--- config.mk ---
export PLATFORM = sky130hd
export DESIGN_NAME = pwm4_ctrl
export DESIGN_NICKNAME = d
export VERILOG_FILES = /design/src/rtl/pwm4_ctrl.sv
export SDC_FILE = /design/constraint.sdc
export NUM_CORES = 1
export LEC_CHECK = 0
export ABC_AREA = 1
export BUFFER_PORTS_ARGS = -buffer_cell sky130_fd_sc_hd__buf_2
export CAP_MARGIN = 40
export CORE_MARGIN = 2
export CORE_UTILIZATION = 45
export CTS_CLUSTER_DIAMETER = 60
export DETAILED_ROUTE_END_ITERATION = 12
export HOLD_SLACK_MARGIN = 0.05
export RECOVER_POWER = 25
export SLEW_MARGIN = 40
export SYNTH_ARGS = -nofsm -noshare
export SYNTH_HDL_FRONTEND = slang
export SYNTH_SLANG_ARGS = --single-unit
export TNS_END_PERCENT = 20
--- constraint.sdc ---
create_clock -name clk -period 2.56 [get_ports clk]
set_input_delay 0 -clock clk [delete_from_list [all_inputs] [get_ports clk]]
set_output_delay 0 -clock clk [all_outputs]
set_load 0.05 [all_outputs]
--- src/rtl/pwm4_ctrl.sv ---
module pwm4_ctrl #(
  parameter int NCH = 4,
  parameter int CW  = 16,
  parameter int AW  = $clog2(NCH) + 3
) (
  input  logic           clk,
  input  logic           rst,
  input  logic [AW-1:0]  addr,
  input  logic           wr_en,
  input  logic [31:0]    wr_data,
  output logic [31:0]    rd_data,
  output logic [NCH-1:0] pwm_out
);
  localparam int CHW = AW - 3;
  localparam logic [CW-1:0] DIV_IDLE = CW'(1);

  logic [NCH-1:0][31:0] r0_v, r1_v;
  logic [NCH-1:0]       run_v, bnd_v, upd_v;
  logic [CHW-1:0]       sel;
  logic                 unused_lsb;

  assign sel        = addr[AW-1:3];
  assign unused_lsb = ^addr[1:0];
  assign rd_data    = (int'(sel) < NCH) ? (addr[2] ? r1_v[sel] : r0_v[sel]) : '0;

  for (genvar c = 0; c < NCH; c++) begin : g_ch
    logic [CW-1:0] div_s, hi_s, pre_s, div_a, hi_a, pre_a, pcnt, tcnt;
    logic en_s, upd_s, run;
    logic hit, tick_end, bnd;

    assign hit      = wr_en && (sel == CHW'(c));
    assign tick_end = (pcnt == pre_a);
    assign bnd      = run && tick_end && (tcnt == div_a);

    always_ff @(posedge clk) begin
      if (rst) begin
        div_s <= '0; hi_s <= '0; pre_s <= '0;
        div_a <= '0; hi_a <= '0; pre_a <= '0;
        pcnt  <= '0; tcnt <= '0;
        en_s  <= 1'b0; upd_s <= 1'b0; run <= 1'b0;
      end else begin
        if (run) begin
          if (bnd) begin
            pcnt <= '0;
            tcnt <= '0;
            if (!en_s) begin
              run   <= 1'b0;
              pre_s <= '0;
              div_s <= DIV_IDLE;
            end else if (upd_s) begin
              div_a <= div_s; hi_a <= hi_s; pre_a <= pre_s;
              upd_s <= 1'b0;
            end
          end else if (tick_end) begin
            pcnt <= '0;
            tcnt <= tcnt + 1'b1;
          end else begin
            pcnt <= pcnt + 1'b1;
          end
        end else if (en_s) begin
          div_a <= div_s; hi_a <= hi_s; pre_a <= pre_s;
          upd_s <= 1'b0;
          run   <= 1'b1;
          pcnt  <= '0;
          tcnt  <= '0;
        end
        if (hit) begin
          if (!addr[2]) begin
            div_s <= wr_data[CW-1:0];
            hi_s  <= wr_data[16 +: CW];
          end else begin
            pre_s <= wr_data[CW-1:0];
            en_s  <= wr_data[31];
            if (wr_data[30]) upd_s <= 1'b1;
          end
        end
      end
    end

    assign pwm_out[c] = run && (tcnt < hi_a);
    assign r0_v[c]    = {16'(hi_s), 16'(div_s)};
    assign r1_v[c]    = {en_s, upd_s, 14'b0, 16'(pre_s)};
    assign run_v[c]   = run;
    assign bnd_v[c]   = bnd;
    assign upd_v[c]   = upd_s;
  end
endmodule

==> reports/qor_table.md <==
| Quantity | This run |
| --- | --- |
| Part of the cycle the worst path needs | 95.40% |
| Wire length of the first global-routing pass | 141700 µm |
| Count of cell types in the netlist | 41 |
| Inserted Clock Buffers | 66 |
| Worst-case reg-to-reg path depth | 12 |
| Crit-path max FO | 5 |
| Synth area leader | dfxtp_1 |
| Number of synthesized flops with an enable pin | 0 |
| Post-Route Skew | 0.03302 ns |
| Antenna-violating nets left | 0 |
| Final Hold Vio Count | 0 |
| Unrepaired setup endpoints after global routing | false |
| Cell chain of the critical path | inv_1 -> o22ai_1 -> a221oi_1 -> o21ai_1 -> buf_2 |
| Yosys synthesis warning count | 0 |
| TritonCTS clock tree | yes |
| H-tree depth | 3 |
| Antenna cell count | 0 |
| Cell type of the slowest stage on the worst timing path | dfxtp_1 |
| Via density | 5.408 |
| Number of clock sinks | 524 |
| Timing-limited maximum frequency | 409.5 MHz |
| Initial core utilization | 45.34% |
| Initial antenna violation count | 2 |
| Total of endpoints with negative setup slack in the final report | 0 |
| Sequential fraction of the synthesis area | 38.55% |
| Worst hold slack | 0.08282 ns |
| Clock-pin slew on the worst setup and hold paths | 0.06 ns |
| Top-level I/O count | 76 |
| Kind of end point of the critical path | output pin |
| Signal arrival time at the worst endpoint | 2.44 ns |
| Number of DRC violations after detailed routing | 0 |
| Hold path start | addr[3] |
| Stage delay of the slowest cell on the critical path | 0.46 ns |
| Xor/xnor cell area share of the yosys netlist | 1.577% |
| Leakage dissipation | 13.26 nW |
| Final cell area excluding filler cells | 30820 µm² |
| Post-Synthesis Mean Instance Area | 6.663 µm² |
| Fraction of post-synthesis cell area in the top cell type by area | 38.55% |
| Worst-Skew Late Latency | 0.62 ns |
| Share of flip-flops with an asynchronous set or reset | 0% |
| Reg-to-reg slack, setup | 0.24 ns |
| Final Critical Period | 2.442 ns |
| Maximum number of pins on one net before global-route repair | 118 |
| Cell area after placement | 28390 µm² |
| Number of slew-limit violations in the final report | 70 |
| RD Place Congestion | 0.9683 |
| Number of buffers on the longest clock path | 3 |
| DIE WIDTH | 249.9 µm |
| Number of port buffers | 73 |
| Aggregate negative setup slack | 0 ns |
| FF+latch count, synth | 524 |
| Core region area | 60020 µm² |
| Die footprint | 62460 µm² |
| Main combinational cell family by area after synthesis | simple AND/OR/NAND/NOR gates |
| Mux share of post-synthesis cell area | 0% |
| Number of cell rows | 90 |
| Worst flop-to-flop path endpoint | g_ch[1].div_s[15]$_SDFF_PP0_ |
| Max_cap viols | 1 |
| Hold Crit Endpoint | g_ch[1].pre_s[8]$_SDFF_PP0_ |
| Filler cell count in the final layout | 6110 |
| Min-Delay Path Depth | 6 |
| Proportion of layout cells with a drive suffix above 1 | 8.790% |
| TritonRoute pass-1 iters | 6 |
| Type of the worst min-delay path | in -> reg |
| Start-to-end type of the worst setup path | reg -> out |
| Area fraction in and, or, nand and nor cells after synthesis | 30.15% |
| Slew @ Worst Pin | 1.585 ns |
| Area contributors post-synth | dfxtp_1 39%, nand2_1 14%, a21oi_1 7.6% |
| P per Cell Area | 647.3 nW/µm² |
| Buffer count from post-CTS setup fixing | 0 |
| Slew margin rel. | -5.678% |
| Required time reported for the critical path endpoint | 2.56 ns |
| Register Area | 10490 µm² |
| Wirelength per Cell | 18.50 µm |
| Layout overhead on the synthesized area | 13.24% |
| Adder and majority cell fraction of the synthesized area | 3.126% |
| Post-DP HPWL | 63810 µm |
| Final Routed Wirelength | 91490 µm |
| 1st-iter DRT viols | 2698 |
| Multi-input gate area | 14210 µm² |
| Synth Instances | 4084 |
| Share of the synthesized area in compound gates (AO/OA/AOI/OAI) | 17.15% |
| Number of global-route vias before repair | 24140 |
| Die extent in y | 249.9 µm |
| Combined area of all synthesized cells | 27210 µm² |
| Residual overflow from global routing | 0 |
| Peak supply drop | 0.4574 mV |
| Syn nets | 4192 |
| CTS root buf | clkbuf_16 |
| Critical path launch point type | flip-flop |
| Flip-flop cell with the highest count after synthesis | dfxtp_1 |
| Aggregate global-route resource usage | 28.85% |
| Total vias in the final route | 26750 |
| Violated checks | capacitance limit, slew limit |
| Number of nets in the layout | 4225 |
| Status | finished with violations |
| Crit Reg-Reg Startpoint | g_ch[1].pcnt[6]$_SDFFE_PP0N_ |
## where the power goes
group	switching, mW	total [mW]	internal [mW]
Combinational	1.37	1.98	0.615
Sequential	0.227	8.62	8.40
Clock	3.79	9.34	5.55
## through the flow
stage	setup slack (ns)	power, mW	instances	util [%]
3_3_place_gp	0.4299	10.70	4796	47.30
2_1_floorplan	0.7019	10.01	4084	-
5_1_grt	0.008884	20.59	4946	51.34
6_report	0.1177	19.95	4946	51.34
3_5_place_dp	0.4152	10.72	4796	47.30
4_1_cts	0.01288	20.04	4946	51.47
## per-layer routing
metal  global-route usage [%]  up-vias  part of all wire, %
met5                        0        -                0.012
met4                    11.86        2                  4.2
met3                    4.401      201                  7.7
met2                    42.54      963                   42
met1                    41.81    12190                   46
li1                         -    13390                    -
## cells in the mapped netlist, types with 30 or more instances
cell type and count:
nand3_1 369, ha_1 68, a22oi_1 62, clkbuf_1 140, nor2_1 485, buf_2 45, inv_2 30, inv_1 366
xor2_1 45, nand2_1 1025, a21oi_1 413, o21ai_0 218, dfxtp_1 524, nand4_1 47, a21oi_2 72
## cell type report
class | count | area share, %
inverter | 398 | 4.860
clock inverter | 17 | 0.6984
clock buffer | 98 | 6.277
tap | 782 | 3.175
sequential | 524 | 34.05
timing repair buffer | 195 | 4.836
multi-input combinational | 2932 | 46.10
## worst max-delay path by stage
stage / start / endpoint / slack (ns) / depth (start not counted)
finish: g_ch[1].en_s$_SDFFE_PP0P_ / rd_data[31] / 0.12 / 5
global route: g_ch[2].tcnt[11]$_SDFFE_PP0P_ / pwm_out[2] / 0.009 / 9
CTS: g_ch[2].tcnt[9]$_SDFFE_PP0P_ / pwm_out[2] / 0.01 / 9
detailed placement: g_ch[1].pcnt[6]$_SDFFE_PP0N_ / g_ch[1].hi_a[5]$_SDFFE_PP0P_ / 0.42 / 12
global placement: addr[3] / g_ch[3].div_s[0]$_SDFF_PP0_ / 0.43 / 9
floorplan: g_ch[1].tcnt[11]$_SDFFE_PP0P_ / pwm_out[1] / 0.70 / 7
## cell families (layout without fill, tap and decap cells)
family | after synthesis | after routing
XOR/XNOR | 49 | 49
buffers and inverters | 628 | 708
AND/OR/NAND/NOR | 1988 | 1988
AO/OA/AOI/OAI | 827 | 827
adder cells (fa/ha/maj) | 68 | 68
flip-flops | 524 | 524
## what timing repair did
| item | in CTS | in global routing |
|---|---|---|
| hold buffers | 35 | 0 |
| setup endpoints to repair | 0 | 3 |
| hold endpoints to repair | 255 | 0 |
| gates resized for setup | 0 | 5 |
## sequential cells by signal, summed over array words and instances, names as in the netlist
register / count
g_ch.hi_a: 64
g_ch.pcnt: 64
g_ch.upd_s: 4
g_ch.div_a: 64
g_ch.en_s: 4
g_ch.hi_s: 64
g_ch.div_s: 64
g_ch.tcnt: 64
g_ch.pre_s: 64
g_ch.pre_a: 64
g_ch.run: 4
## worst max-delay path: cells and delay by family, from the launching register on
kind,cells,cell delay [ns]
AO/OA/AOI/OAI,3,0.84
buffers and inverters,2,0.51
flip-flops,1,0.46
## cells in the final DEF (no fill, tap or decap), drive strengths merged, types with 5 or more instances in the layout
| cell type | n |
|---|---|
| nand2 | 1026 |
| dfxtp | 524 |
| nor2 | 494 |
| a21oi | 485 |
| inv | 397 |
| nand3 | 372 |
| o21ai | 225 |
| buf | 135 |
| clkbuf | 123 |
| ha | 68 |
| a22oi | 62 |
| nand4 | 47 |
| xor2 | 45 |
| dlygate4sd3 | 35 |
| nor3 | 28 |
| a31oi | 18 |
| clkinv | 14 |
| o22ai | 12 |
| a211oi | 9 |
| o211ai | 8 |
| nand3b | 8 |
| o31ai | 5 |
| or2 | 5 |
Note: power is estimated with default switching activity, not from simulation.
